`config.mk`:
```
export PLATFORM = sky130hd
export DESIGN_NAME = i2cs_xfer_seq
export DESIGN_NICKNAME = d
export VERILOG_FILES = /design/src/rtl/i2cs_seq_pkg.sv /design/src/rtl/i2cs_arm_flags.sv /design/src/rtl/i2cs_addr_hold.sv /design/src/rtl/i2cs_seq_fsm.sv /design/src/rtl/i2cs_xfer_seq.sv
export SDC_FILE = /design/constraint.sdc
export NUM_CORES = 1
export LEC_CHECK = 0
export BUFFER_PORTS_ARGS = -buffer_cell sky130_fd_sc_hd__buf_2
export CAP_MARGIN = 30
export CORE_ASPECT_RATIO = 1.2
export CORE_UTILIZATION = 30
export CTS_BUF_LIST = sky130_fd_sc_hd__clkbuf_4
export CTS_CLUSTER_SIZE = 24
export DETAILED_ROUTE_END_ITERATION = 6
export PLACE_DENSITY = 0.61
export RECOVER_POWER = 100
export SLEW_MARGIN = 25
export SYNTH_ARGS = -nofsm -noshare
export SYNTH_HDL_FRONTEND = slang
export SYNTH_HIERARCHICAL = 1
export SYNTH_SLANG_ARGS = --single-unit
```
`constraint.sdc`:
```
create_clock -name clk_i -period 1.7 [get_ports clk_i]
set_clock_uncertainty 0.15 [all_clocks]
set_input_delay 0.085 -clock clk_i [delete_from_list [all_inputs] [get_ports clk_i]]
set_output_delay 0.085 -clock clk_i [all_outputs]
set_load 0.05 [all_outputs]
```
`src/rtl/i2cs_seq_pkg.sv`:
```
package i2cs_seq_pkg;
  typedef enum logic [1:0] {
    ST_OFF  = 2'd0,
    ST_IDLE = 2'd1,
    ST_TX   = 2'd2,
    ST_RX   = 2'd3
  } seq_state_e;
endpackage

```
`src/rtl/i2cs_arm_flags.sv`:
```
module i2cs_arm_flags (
  input  logic clk_i,
  input  logic rst_ni,
  input  logic clear_i,
  input  logic set_tx_i,
  input  logic set_rx_i,
  input  logic take_tx_i,
  input  logic take_rx_i,
  output logic tx_eff_o,
  output logic rx_eff_o
);
  logic tx_q, rx_q;

  // prepare in the current cycle counts before any front-end decision
  assign tx_eff_o = !clear_i && (tx_q || set_tx_i);
  assign rx_eff_o = !clear_i && (rx_q || set_rx_i);

  always_ff @(posedge clk_i or negedge rst_ni) begin
    if (!rst_ni) begin
      tx_q <= 1'b0;
      rx_q <= 1'b0;
    end else begin
      tx_q <= tx_eff_o && !take_tx_i;
      rx_q <= rx_eff_o && !take_rx_i;
    end
  end
endmodule

```
`src/rtl/i2cs_addr_hold.sv`:
```
module i2cs_addr_hold #(
  parameter int AW = 7
) (
  input  logic          clk_i,
  input  logic          rst_ni,
  input  logic          load_i,
  input  logic [AW-1:0] addr_i,
  output logic [AW-1:0] addr_o
);
  always_ff @(posedge clk_i or negedge rst_ni) begin
    if (!rst_ni)     addr_o <= '0;
    else if (load_i) addr_o <= addr_i;
  end
endmodule

```
`src/rtl/i2cs_seq_fsm.sv`:
```
module i2cs_seq_fsm
  import i2cs_seq_pkg::*;
(
  input  logic       clk_i,
  input  logic       rst_ni,
  input  logic       enable_i,
  input  logic       stop_task_i,
  input  logic       tx_eff_i,
  input  logic       rx_eff_i,
  input  logic       addr_match_i,
  input  logic       addr_read_i,
  input  logic       restart_i,
  input  logic       stop_cond_i,
  output logic       take_tx_o,
  output logic       take_rx_o,
  output logic       load_cfg_o,
  output logic       tx_started_o,
  output logic       rx_started_o,
  output logic       stopped_o,
  output seq_state_e state_o
);
  seq_state_e state_d;
  logic tx_ev_d, rx_ev_d, stop_ev_d;

  assign load_cfg_o = enable_i && (state_o == ST_OFF);

  always_comb begin
    state_d   = state_o;
    take_tx_o = 1'b0;
    take_rx_o = 1'b0;
    tx_ev_d   = 1'b0;
    rx_ev_d   = 1'b0;
    stop_ev_d = 1'b0;
    if (!enable_i) begin
      state_d = ST_OFF;
    end else if (state_o == ST_OFF) begin
      state_d = ST_IDLE;
    end else if (stop_task_i) begin
      state_d   = ST_IDLE;
      stop_ev_d = 1'b1;
    end else begin
      unique case (state_o)
        ST_IDLE: begin
          if (addr_match_i && addr_read_i && tx_eff_i) begin
            state_d   = ST_TX;
            take_tx_o = 1'b1;
            tx_ev_d   = 1'b1;
          end else if (addr_match_i && !addr_read_i && rx_eff_i) begin
            state_d   = ST_RX;
            take_rx_o = 1'b1;
            rx_ev_d   = 1'b1;
          end
        end
        ST_TX, ST_RX: begin
          if (stop_cond_i) begin
            state_d   = ST_IDLE;
            stop_ev_d = 1'b1;
          end else if (restart_i) begin
            state_d = ST_IDLE;
          end
        end
        default: state_d = ST_OFF;
      endcase
    end
  end

  always_ff @(posedge clk_i or negedge rst_ni) begin
    if (!rst_ni) begin
      state_o      <= ST_OFF;
      tx_started_o <= 1'b0;
      rx_started_o <= 1'b0;
      stopped_o    <= 1'b0;
    end else begin
      state_o      <= state_d;
      tx_started_o <= tx_ev_d;
      rx_started_o <= rx_ev_d;
      stopped_o    <= stop_ev_d;
    end
  end
endmodule

```
`src/rtl/i2cs_xfer_seq.sv`:
```
module i2cs_xfer_seq
  import i2cs_seq_pkg::*;
#(
  parameter int AW = 7
) (
  input  logic          clk_i,
  input  logic          rst_ni,
  input  logic          enable_i,
  input  logic [AW-1:0] own_addr_i,
  input  logic          prep_tx_i,
  input  logic          prep_rx_i,
  input  logic          stop_task_i,
  input  logic          addr_match_i,
  input  logic          addr_read_i,
  input  logic          restart_i,
  input  logic          stop_cond_i,
  output logic          tx_started_o,
  output logic          rx_started_o,
  output logic          stopped_o,
  output logic [1:0]    state_o,
  output logic          grant_o,
  output logic [AW-1:0] own_addr_o
);
  logic tx_eff, rx_eff, take_tx, take_rx, load_cfg, flag_clr;
  seq_state_e state_q;

  // disable and the stop task both drop any arming
  assign flag_clr = !enable_i || stop_task_i;

  i2cs_arm_flags u_flags (
    .clk_i     (clk_i),
    .rst_ni    (rst_ni),
    .clear_i   (flag_clr),
    .set_tx_i  (prep_tx_i),
    .set_rx_i  (prep_rx_i),
    .take_tx_i (take_tx),
    .take_rx_i (take_rx),
    .tx_eff_o  (tx_eff),
    .rx_eff_o  (rx_eff)
  );

  i2cs_seq_fsm u_fsm (
    .clk_i        (clk_i),
    .rst_ni       (rst_ni),
    .enable_i     (enable_i),
    .stop_task_i  (stop_task_i),
    .tx_eff_i     (tx_eff),
    .rx_eff_i     (rx_eff),
    .addr_match_i (addr_match_i),
    .addr_read_i  (addr_read_i),
    .restart_i    (restart_i),
    .stop_cond_i  (stop_cond_i),
    .take_tx_o    (take_tx),
    .take_rx_o    (take_rx),
    .load_cfg_o   (load_cfg),
    .tx_started_o (tx_started_o),
    .rx_started_o (rx_started_o),
    .stopped_o    (stopped_o),
    .state_o      (state_q)
  );

  i2cs_addr_hold #(.AW(AW)) u_addr (
    .clk_i  (clk_i),
    .rst_ni (rst_ni),
    .load_i (load_cfg),
    .addr_i (own_addr_i),
    .addr_o (own_addr_o)
  );

  assign state_o = state_q;
  assign grant_o = (state_q == ST_TX) || (state_q == ST_RX);
endmodule

```
==> results of run 1 <==
==> cell type report <==
cell class                 count  share of cell area [%]
sequential                    14                    38.0
timing repair buffer          46                    31.8
multi-input combinational     27                    23.9
tap                           19                    2.58
clock buffer                   3                    2.45
inverter                       3                    1.22
==> worst register-to-register path: cells and delay by family (launching register included) <==
family,cells,cell delay (ps)
AND/OR/NAND/NOR,1,210
flip-flops,1,440
multiplexers,1,340
buffers and inverters,1,250
==> placed cells by master, fill, tap and decap left out <==
master,netlist,final
sky130_fd_sc_hd__dfrtp_1,14,14
sky130_fd_sc_hd__nand2_1,2,2
sky130_fd_sc_hd__o32ai_1,1,1
sky130_fd_sc_hd__o21ai_0,0,1
sky130_fd_sc_hd__clkbuf_4,0,3
sky130_fd_sc_hd__nor4_2,0,1
sky130_fd_sc_hd__a21oi_1,1,1
sky130_fd_sc_hd__clkbuf_1,1,14
sky130_fd_sc_hd__buf_2,0,15
sky130_fd_sc_hd__nor3_1,4,4
sky130_fd_sc_hd__nor2_1,4,4
sky130_fd_sc_hd__inv_1,3,3
sky130_fd_sc_hd__or4b_1,0,1
sky130_fd_sc_hd__or4bb_1,1,1
sky130_fd_sc_hd__mux2_1,0,5
sky130_fd_sc_hd__dlygate4sd3_1,0,16
sky130_fd_sc_hd__nand4bb_1,1,1
sky130_fd_sc_hd__mux2i_1,1,1
sky130_fd_sc_hd__nand2b_1,1,1
sky130_fd_sc_hd__clkbuf_2,0,1
sky130_fd_sc_hd__o221a_1,1,1
sky130_fd_sc_hd__mux2_4,7,2
==> routing by layer <==
| metal | wire (um) | track usage [%] | up-vias |
|---|---|---|---|
| li1 | - | - | 258 |
| met1 | 550 | 13.9 | 248 |
| met2 | 604 | 21.4 | 25 |
| met3 | 81 | 2.43 | 2 |
| met4 | 12 | 8.08 | 0 |
| met5 | 0 | 0 | - |
==> repair_timing <==
action	4_1_cts	5_1_grt
endpoints found under the setup margin	0	1
gates resized for setup	0	1
hold buffers	16	0
endpoints found under the hold margin	28	0
==> sequential cells by signal, indices dropped and copies added, names as in the netlist <==
name	count
u_fsm/tx_started_o	1
u_fsm/stopped_o	1
u_fsm/state_o	2
u_addr/addr_o	7
u_flags/tx_q	1
u_flags/rx_q	1
u_fsm/rx_started_o	1
==> path summary, 6_finish.rpt <==
| path | startpoint | cells past startpoint | endpoint |
|---|---|---|---|
| hold / removal | addr_match_i | 3 | u_fsm/rx_started_o$_DFF_PN0_ |
| hold reg to reg | u_addr/addr_o[6]$_DFFE_PN0P_ | 1 | u_addr/addr_o[6]$_DFFE_PN0P_ |
| setup / recovery | stop_task_i | 4 | u_fsm/state_o[0]$_DFFE_PN0P_ |
| max in group asynchronous | rst_ni | 2 | u_fsm/state_o[0]$_DFFE_PN0P_ |
| setup reg to reg | u_fsm/state_o[1]$_DFFE_PN0P_ | 3 | u_addr/addr_o[5]$_DFFE_PN0P_ |
| min in group asynchronous | rst_ni | 2 | u_addr/addr_o[6]$_DFFE_PN0P_ |
==> logic make-up (layout without fill, tap and decap cells) <==
| logic type | after synthesis | after routing |
|---|---|---|
| and+or+nand+nor | 15 | 15 |
| AOI/OAI and AO/OA | 4 | 4 |
| DFF | 14 | 14 |
| buffers and inverters | 5 | 52 |
| muxes | 8 | 8 |
==> power by group <==
group | internal (uW) | leakage [uW] | switching (uW)
sequential | 363 | 0.000176 | 15.5
combinational | 77.1 | 0.000229 | 153
clock | 81.8 | 0.0000138 | 91.9
total | 522 | 0.000418 | 261
==> stage by stage <==
step / utilization (%) / hold slack, ps / std cells / setup slack (ps) / cell area (um^2)
after global placement: 41.4 / -157 / 93 / 291 / 774
after global routing: 49.2 / 21.7 / 112 / 64.8 / 921
after CTS: 51.1 / 12.5 / 112 / 82.2 / 957
after detailed placement: 41.4 / -156 / 93 / 268 / 774
after floorplan: - / -361 / 46 / 4.29 / 613
final: 49.2 / 33.7 / 112 / 117 / 921
==> results.py, run 1 <==
metrics = {
    "logic_synthesis": {
        "synthesis.area_um2": 613,
        "syn_inst": 46,
        "synth_top_family_by_area": "multiplexers",
        "post_synth_and_or_nand_nor_area_fraction_pct": 14.9,
        "synth-main-ff-cell": "sky130_fd_sc_hd__dfrtp_1",
        "synth_area_per_cell_um2": 13.3,
        "post-synth-top-count-cell": "sky130_fd_sc_hd__dfrtp_1",
        "synth_edf_count": 0,
        "yosysSeqAreaShare_pct": 57.1,
        "yosysTopAreaCellShare_pct": 57.1,
        "synth.net_count": 63,
        "synth_fa_ha_area_share_pct": 0,
        "synth.top_cells.by_count": "sky130_fd_sc_hd__dfrtp_1 (14), sky130_fd_sc_hd__mux2_4 (7), sky130_fd_sc_hd__nor2_1 (4), sky130_fd_sc_hd__nor3_1 (4), sky130_fd_sc_hd__inv_1 (3)",
        "synth_compound_gate_area_share_pct": 4.90,
        "synth_warnings": 6,
        "area_share_of_xor_xnor_cells_in_the_synthesized_design_pct": 0,
        "synthDominantAreaCellType": "sky130_fd_sc_hd__dfrtp_1",
        "synth_top_cells_by_area": "sky130_fd_sc_hd__dfrtp_1 (57%), sky130_fd_sc_hd__mux2_4 (17%), sky130_fd_sc_hd__nor3_1 (3.3%)",
        "asyncSetResetFlopFracSynth_pct": 100,
        "synth_cell_type_count": 18,
        "yosys-mux-area-fraction_pct": 18.8,
        "ys_ff_latch": 14,
    },
    "final_layout": {
        "multi_input_area_um2": 220,
        "antenna_cells": 0,
        "finalNetCount": 112,
        "synthToLayoutAreaGrowth_pct": 50.2,
        "fill_cells": 193,
        "drive_above_1_share_pct": 23.7,
        "seq_area_um2": 350,
    },
    "critical_path": {
        "crit_arrival_ps": 1590,
        "worst_path_buffer_plus_inverter_count": 2,
        "cp-start-kind": "primary input",
        "regToRegSetupSlack_ps": 200,
        "critical_path.max_stage_delay_ps": 550,
        "crit_chain": "dlygate4sd3_1 > buf_2 > or4b_1 > o221a_1",
        "critical_path_s_top_delay_family": "buffers and inverters",
        "worstSetupPathType": "primary input to flip-flop",
        "cp_slowest_cell": "sky130_fd_sc_hd__or4b_1",
        "crit_required_ps": 1700,
        "critical_path_peak_fanout": 6,
        "setup.worst_path.end_class": "flip-flop",
    },
    "sta": {
        "report.final.setup_viol": 0,
        "rsz0062_at_grt": "no",
        "finalCritPeriodShare_pct": 93.1,
        "clock.fmax_mhz": 632,
        "pin_slew_with_the_least_headroom_to_its_limit_ps": 713,
        "setup_tns_ps": 0,
        "timing.slew.headroom_pct": 52.4,
        "finalHoldViolations": 0,
        "final-max-slew-violation-count": 0,
        "period_needed_ps": 1580,
    },
    "power": {
        "fin_total_pwr_uw": 783,
        "powerDensity_mw_per_mm2": 850,
        "irDropWorstVdd_uv": 282,
        "p_leak_uw": 0.000418,
    },
    "global_routing": {
        "first_pass_grt_wire_length_um": 2040,
        "antenna_found_initial": 0,
        "track_usage_pct": 12.5,
        "first_global_vias": 494,
        "grt_max_degree": 15,
        "grt_overflow": 0,
    },
    "status": {
        "status": "complete, no violations",
    },
    "floorplanning": {
        "floorplan.initialDensity_pct": 32.8,
        "ioPinCount": 30,
        "floorplan.die_area_mm2": 0.00223,
        "die_h_um": 51.5,
        "num_rows": 17,
        "core-area_mm2": 0.00187,
        "die_w_um": 43.3,
    },
    "cts": {
        "worst_setup_hold_path_clk_slew_ps": 80,
        "cts_tree": "built",
        "cts-buffers-inserted": 3,
        "clock_path_buffers": 2,
        "clock-sinks": 14,
        "ctsRootBufferMaster": "sky130_fd_sc_hd__clkbuf_4",
        "h-tree-depth": 1,
        "clk_latency_ps": 260,
        "cts_post_setup_buffers_inserted": 0,
    },
    "drt": {
        "drt_pass1_iterations": 4,
        "via_count": 533,
        "avgViaCountPerCell": 4.76,
        "dr.first_iter.drc_count": 4,
        "ant_nets": 0,
        "wl_per_cell_um": 11.2,
        "detail_route.wirelength_um": 1250,
        "drc": 0,
    },
    "placement": {
        "buffer_ports.inserted": 29,
        "gp_congestion": 0.715,
        "dpl.hpwl_um": 827,
    },
    "min_path": {
        "holdCritPathClass": "primary input to flip-flop",
    },
    "flow_run": {
        "max_cap_violations": 0,
    },
}
No activity file was read; power rests on OpenSTA's default activity.
==> run 2, diff against run 1 <==
--- a/config.mk
+++ b/config.mk
@@ -7,12 +7,11 @@
 export LEC_CHECK = 0
 export BUFFER_PORTS_ARGS = -buffer_cell sky130_fd_sc_hd__buf_2
 export CAP_MARGIN = 30
-export CORE_ASPECT_RATIO = 1.2
-export CORE_UTILIZATION = 30
+export CORE_UTILIZATION = 46
 export CTS_BUF_LIST = sky130_fd_sc_hd__clkbuf_4
 export CTS_CLUSTER_SIZE = 24
 export DETAILED_ROUTE_END_ITERATION = 6
-export PLACE_DENSITY = 0.61
+export PLACE_DENSITY = 0.85
 export RECOVER_POWER = 100
 export SLEW_MARGIN = 25
 export SYNTH_ARGS = -nofsm -noshare
==> run 2 against run 1 <==
Die area is 33% lower. Critical path type unchanged. Largest power group unchanged. Final cell count is 4.5% lower. Utilization is 28 points higher. Total power is 0.46% higher. Global-route usage is 8.6 points higher. Hold slack worse by 9.6 ps. Final area is 1.9% lower. Sequential power hardly changed. Wire length is 12% higher. Clock-buffer cell count stayed put. Register-to-register slack worse by 30 ps.
==> results.py, run 2 (synthesis results as in run 1) <==
metrics = {
    "critical_path": {
        "crit_chain": "dlygate4sd3_1 > buf_2 > inv_1 > nor3_1 > buf_4 > mux2_1",
        "cp-start-kind": "primary input",
        "critical_path_peak_fanout": 7,
        "setup.worst_path.end_class": "flip-flop",
        "critical_path_s_top_delay_family": "buffers and inverters",
        "crit_arrival_ps": 1560,
        "worst_path_buffer_plus_inverter_count": 4,
        "worstSetupPathType": "primary input to flip-flop",
        "critical_path.max_stage_delay_ps": 520,
        "crit_required_ps": 1690,
        "cp_slowest_cell": "sky130_fd_sc_hd__dlygate4sd3_1",
    },
    "placement": {
        "placed_cell_area_um2": 768,
        "dpl.cell_count": 88,
        "dpl.hpwl_um": 997,
        "gp_congestion": 0.727,
        "buffer_ports.inserted": 29,
    },
    "drt": {
        "wl_per_cell_um": 13.1,
        "drt_pass1_iterations": 4,
        "dr.first_iter.drc_count": 5,
        "drc": 0,
        "ant_nets": 0,
        "via_count": 517,
        "detail_route.wirelength_um": 1400,
        "avgViaCountPerCell": 4.83,
    },
    "final_layout": {
        "fin_cells": 107,
        "fin_util_pct": 77.1,
        "multi_input_area_um2": 214,
        "max_flop_register": "u_addr/addr_o",
        "biggestRegsByFlops": "u_addr/addr_o: 7 flops, u_fsm/state_o: 2 flops",
        "layout.cells.most_common_list": "sky130_fd_sc_hd__dlygate4sd3_1 (15), sky130_fd_sc_hd__clkbuf_1 (15), sky130_fd_sc_hd__buf_2 (14), sky130_fd_sc_hd__dfrtp_1 (14), sky130_fd_sc_hd__mux2_1 (6)",
        "fill_cells": 101,
        "antenna_cells": 0,
        "drive_above_1_share_pct": 21.5,
        "layout.cell_area.non_filler_um2": 903,
        "seq_area_um2": 350,
        "largest_register_ff_count": 7,
        "finalNetCount": 111,
        "synthToLayoutAreaGrowth_pct": 47.3,
    },
    "min_path": {
        "holdCritPathClass": "primary input to flip-flop",
    },
    "floorplanning": {
        "floorplan.initialDensity_pct": 52.4,
        "die_h_um": 38.5,
        "ioPinCount": 30,
        "core-area_mm2": 0.00117,
        "num_rows": 12,
        "die_w_um": 38.5,
        "floorplan.die_area_mm2": 0.00148,
    },
    "sta": {
        "finalCritPeriodShare_pct": 92.4,
        "setup_tns_ps": 0,
        "period_needed_ps": 1570,
        "pin_slew_with_the_least_headroom_to_its_limit_ps": 706,
        "rsz0062_at_grt": "no",
        "finalHoldViolations": 0,
        "timing.slew.headroom_pct": 52.9,
        "final-max-slew-violation-count": 0,
        "clock.fmax_mhz": 636,
        "report.final.setup_viol": 0,
    },
    "global_routing": {
        "grt_overflow": 0,
        "track_usage_pct": 21.1,
        "first_pass_grt_wire_length_um": 2060,
        "grt_max_degree": 15,
        "first_global_vias": 500,
        "antenna_found_initial": 0,
    },
    "cts": {
        "worst_setup_hold_path_clk_slew_ps": 80,
        "cts_tree": "built",
        "cts-buffers-inserted": 3,
        "clock-sinks": 14,
        "count_of_instances_resized_after_the_clock_tree_is_built": 0,
        "clk_latency_ps": 260,
        "h-tree-depth": 1,
        "ctsRootBufferMaster": "sky130_fd_sc_hd__clkbuf_4",
        "cts_post_setup_buffers_inserted": 0,
        "clock_path_buffers": 2,
    },
    "status": {
        "status": "complete, no violations",
    },
    "power": {
        "p_sw_share_pct": 33.7,
        "p_leak_uw": 0.000412,
        "comb_power_share_pct": 29.5,
        "p_int_uw": 521,
        "powerDensity_mw_per_mm2": 870,
        "reported_net_switching_power_uw": 265,
        "clock_power_share_pct": 22.2,
        "seq_power_share_pct": 48.3,
        "irDropWorstVdd_uv": 509,
    },
    "flow_run": {
        "max_cap_violations": 0,
    },
}
## run 2: worst paths after layout
kind | startpoint | endpoint | slack (ps) | cells past startpoint
setup / recovery | enable_i | u_addr/addr_o[0]$_DFFE_PN0P_ | 130 | 6
hold / removal | addr_match_i | u_fsm/rx_started_o$_DFF_PN0_ | 20 | 3
setup reg to reg | u_fsm/state_o[1]$_DFFE_PN0P_ | u_addr/addr_o[0]$_DFFE_PN0P_ | 170 | 3
hold reg to reg | u_addr/addr_o[5]$_DFFE_PN0P_ | u_addr/addr_o[5]$_DFFE_PN0P_ | 350 | 1
max in group asynchronous | rst_ni | u_addr/addr_o[4]$_DFFE_PN0P_ | 720 | 2
min in group asynchronous | rst_ni | u_fsm/tx_started_o$_DFF_PN0_ | 230 | 2
## run 2: per-stage QoR
stage	setup WS [ps]	hold WS [ps]	power, uW
4_1_cts	167	11.4	826
2_1_floorplan	4.29	-361	551
6_report	128	24.1	786
5_1_grt	111	25.1	826
3_3_place_gp	272	-161	610
3_5_place_dp	207	-157	621
## run 2: cell type report
class	count	area share (%)
clock buffer	3	2.49
timing repair buffer	45	31.4
clock inverter	1	0.416
inverter	3	1.25
sequential	14	38.8
tap	14	1.94
multi-input combinational	27	23.7
## run 2: timing repair
action / in CTS / in global routing
hold endpoints to repair: 28 / 0
setup endpoints to repair: 0 / 0
hold buffers: 15 / 0
## run 2: power by group through the flow
| stage | Clock (uW) | Combinational (uW) | Sequential, uW |
|---|---|---|---|
| after floorplan | 0 | 63.3 | 487 |
| after global placement | 0 | 228 | 383 |
| after detailed placement | 0 | 234 | 388 |
| after CTS | 184 | 261 | 381 |
| after global routing | 200 | 243 | 383 |
| final | 175 | 232 | 380 |
## run 2: worst reg2reg max path, cell delays in order, from the launching register on
cell and delay [ps]:
sky130_fd_sc_hd__dfrtp_1 440, sky130_fd_sc_hd__nor3_1 250, sky130_fd_sc_hd__buf_4 210, sky130_fd_sc_hd__mux2_1 360
## run 2: per-layer routing
layer	part of all wire, %	routed length, um	up-vias	global-route usage [%]
li1	-	-	257	-
met1	40	558	235	21.1
met2	54	754	23	42.1
met3	5.0	70	2	3.49
met4	1.2	17	0	7.76
met5	0	0	-	0
==> run 3, diff against run 2 <==
--- a/config.mk
+++ b/config.mk
@@ -5,13 +5,14 @@
 export SDC_FILE = /design/constraint.sdc
 export NUM_CORES = 1
 export LEC_CHECK = 0
-export BUFFER_PORTS_ARGS = -buffer_cell sky130_fd_sc_hd__buf_2
 export CAP_MARGIN = 30
-export CORE_UTILIZATION = 46
+export CORE_AREA = 2 2 39 41
 export CTS_BUF_LIST = sky130_fd_sc_hd__clkbuf_4
 export CTS_CLUSTER_SIZE = 24
 export DETAILED_ROUTE_END_ITERATION = 6
-export PLACE_DENSITY = 0.85
+export DIE_AREA = 0 0 41 43
+export DONT_BUFFER_PORTS = 1
+export PLACE_DENSITY = 0.66
 export RECOVER_POWER = 100
 export SLEW_MARGIN = 25
 export SYNTH_ARGS = -nofsm -noshare
==> run 3 against run 2 <==
Total power is 3.2% lower. Clock power grew 5%. Hold slack lost 14 ps. Critical path depth did not move. Sequential share of layout area increased by 5.0 points. Via count decreased by 15%. Worst setup slack got worse by 22 ps. Final cell count is 21% lower. Critical path type unchanged.
==> results.py, run 3 (synthesis results as in run 1) <==
metrics = {
    "status": {
        "status": "complete, no violations",
    },
    "cts": {
        "ctsRootBufferMaster": "sky130_fd_sc_hd__clkbuf_4",
        "cts-buffers-inserted": 3,
        "cts_post_setup_buffers_inserted": 0,
        "h-tree-depth": 1,
        "cts_tree": "built",
        "worst_setup_hold_path_clk_slew_ps": 80,
        "clk_latency_ps": 270,
        "clock_path_buffers": 2,
        "clock-sinks": 14,
    },
    "placement": {
        "dpl.hpwl_um": 798,
        "post-place-ws_ps": 285,
        "gp_congestion": 0.657,
        "buffer_ports.inserted": 0,
    },
    "sta": {
        "finalHoldViolations": 0,
        "period_needed_ps": 1590,
        "pin_slew_with_the_least_headroom_to_its_limit_ps": 605,
        "finalCritPeriodShare_pct": 93.7,
        "report.final.setup_viol": 0,
        "final-max-slew-violation-count": 0,
        "setup_slack_ps": 107,
        "setup_tns_ps": 0,
        "clock.fmax_mhz": 628,
        "timing.slew.headroom_pct": 59.6,
        "rsz0062_at_grt": "no",
    },
    "final_layout": {
        "layout.cells.most_common_list": "sky130_fd_sc_hd__dlygate4sd3_1 (16), sky130_fd_sc_hd__dfrtp_1 (14), sky130_fd_sc_hd__mux2_1 (6)",
        "synthToLayoutAreaGrowth_pct": 30.6,
        "largest_register_ff_count": 7,
        "antenna_cells": 0,
        "finalNetCount": 87,
        "drive_above_1_share_pct": 10.1,
        "layout_commonest_cell": "sky130_fd_sc_hd__dlygate4sd3_1",
        "max_flop_register": "u_addr/addr_o",
        "biggestRegsByFlops": "u_addr/addr_o: 7 flops, u_fsm/state_o: 2 flops",
    },
    "power": {
        "irDropWorstVdd_uv": 353,
        "p_leak_uw": 0.000350,
        "fin_total_pwr_uw": 761,
        "powerDensity_mw_per_mm2": 951,
    },
    "floorplanning": {
        "floorplan.initialDensity_pct": 44.3,
        "floorplan.die_area_mm2": 0.00176,
        "die_w_um": 41,
        "ioPinCount": 30,
        "num_rows": 14,
        "core-area_mm2": 0.00138,
        "die_h_um": 43,
    },
    "critical_path": {
        "worstSetupPathType": "primary input to flip-flop",
        "regToRegSetupSlack_ps": 210,
        "critical_path_peak_fanout": 6,
        "cp-start-kind": "primary input",
        "crit_arrival_ps": 1580,
        "critPathLaunch": "stop_task_i",
        "r2r-start": "u_fsm/state_o[1]$_DFFE_PN0P_",
        "setup.worst_path.end_class": "flip-flop",
        "crit_required_ps": 1690,
    },
    "global_routing": {
        "first_pass_grt_wire_length_um": 1880,
        "grt_overflow": 0,
        "antenna_found_initial": 0,
        "grt_max_degree": 15,
        "track_usage_pct": 16.6,
        "first_global_vias": 463,
    },
    "flow_run": {
        "max_cap_violations": 0,
    },
    "drt": {
        "dr.first_iter.drc_count": 2,
        "drc": 0,
        "detail_route.wirelength_um": 1160,
        "drt_pass1_iterations": 4,
        "via_count": 438,
        "wl_per_cell_um": 13.7,
        "avgViaCountPerCell": 5.15,
        "ant_nets": 0,
    },
    "min_path": {
        "hold_path.startpoint": "addr_match_i",
        "holdCritPathClass": "primary input to flip-flop",
    },
}
run 3: path summary, 6_finish.rpt:
path	end	cells after the start
max	u_flags/rx_q$_DFF_PN0_	6
min	u_fsm/state_o[0]$_DFFE_PN0P_	2
max reg2reg	u_addr/addr_o[1]$_DFFE_PN0P_	3
min reg2reg	u_addr/addr_o[3]$_DFFE_PN0P_	1
max in group asynchronous	u_fsm/rx_started_o$_DFF_PN0_	1
min in group asynchronous	u_addr/addr_o[2]$_DFFE_PN0P_	1
run 3: layer usage:
metal	track usage (%)	wire length, um
met1	19.3	477
met2	24.1	561
met3	4.19	105
met4	14.0	19
met5	0	0
run 3: worst max-delay path, stage by stage:
cell and delay [ps]:
sky130_fd_sc_hd__dlygate4sd3_1 610, sky130_fd_sc_hd__nand2b_1 220, sky130_fd_sc_hd__nor2_1 150, sky130_fd_sc_hd__inv_1 50, sky130_fd_sc_hd__nor4_1 360, sky130_fd_sc_hd__nor3_1 110
run 3: what timing repair did:
item | in CTS | in global routing
hold buffers | 16 | 0
gates resized for setup | 0 | 0
hold endpoints to repair | 28 | 0
run 3: metrics by stage:
step           util, %  cell area, um^2  instances  hold WS (ps)
2_1_floorplan        -              613         46          -361
3_3_place_gp      47.4              656         65          -360
3_5_place_dp      47.4              656         65          -360
4_1_cts           60.8              842         85          6.10
5_1_grt           57.9              801         85          9.44
6_report          57.9              801         85          9.62
run 3: final cells by class:
| cell class | count | area [um^2] |
|---|---|---|
| Clock inverter | 1 | 3.75 |
| Sequential cell | 14 | 350 |
| Clock buffer | 3 | 22.5 |
| Timing Repair Buffer | 21 | 183 |
| Inverter | 3 | 11.3 |
| Multi-Input combinational cell | 27 | 210 |
| Fill cell | 125 | 583 |
| Tap cell | 16 | 20.0 |
run 3: where the power goes:
group / switching, uW / internal (uW)
combinational: 70.6 / 55.2
clock: 99.2 / 84.9
sequential: 89.3 / 362
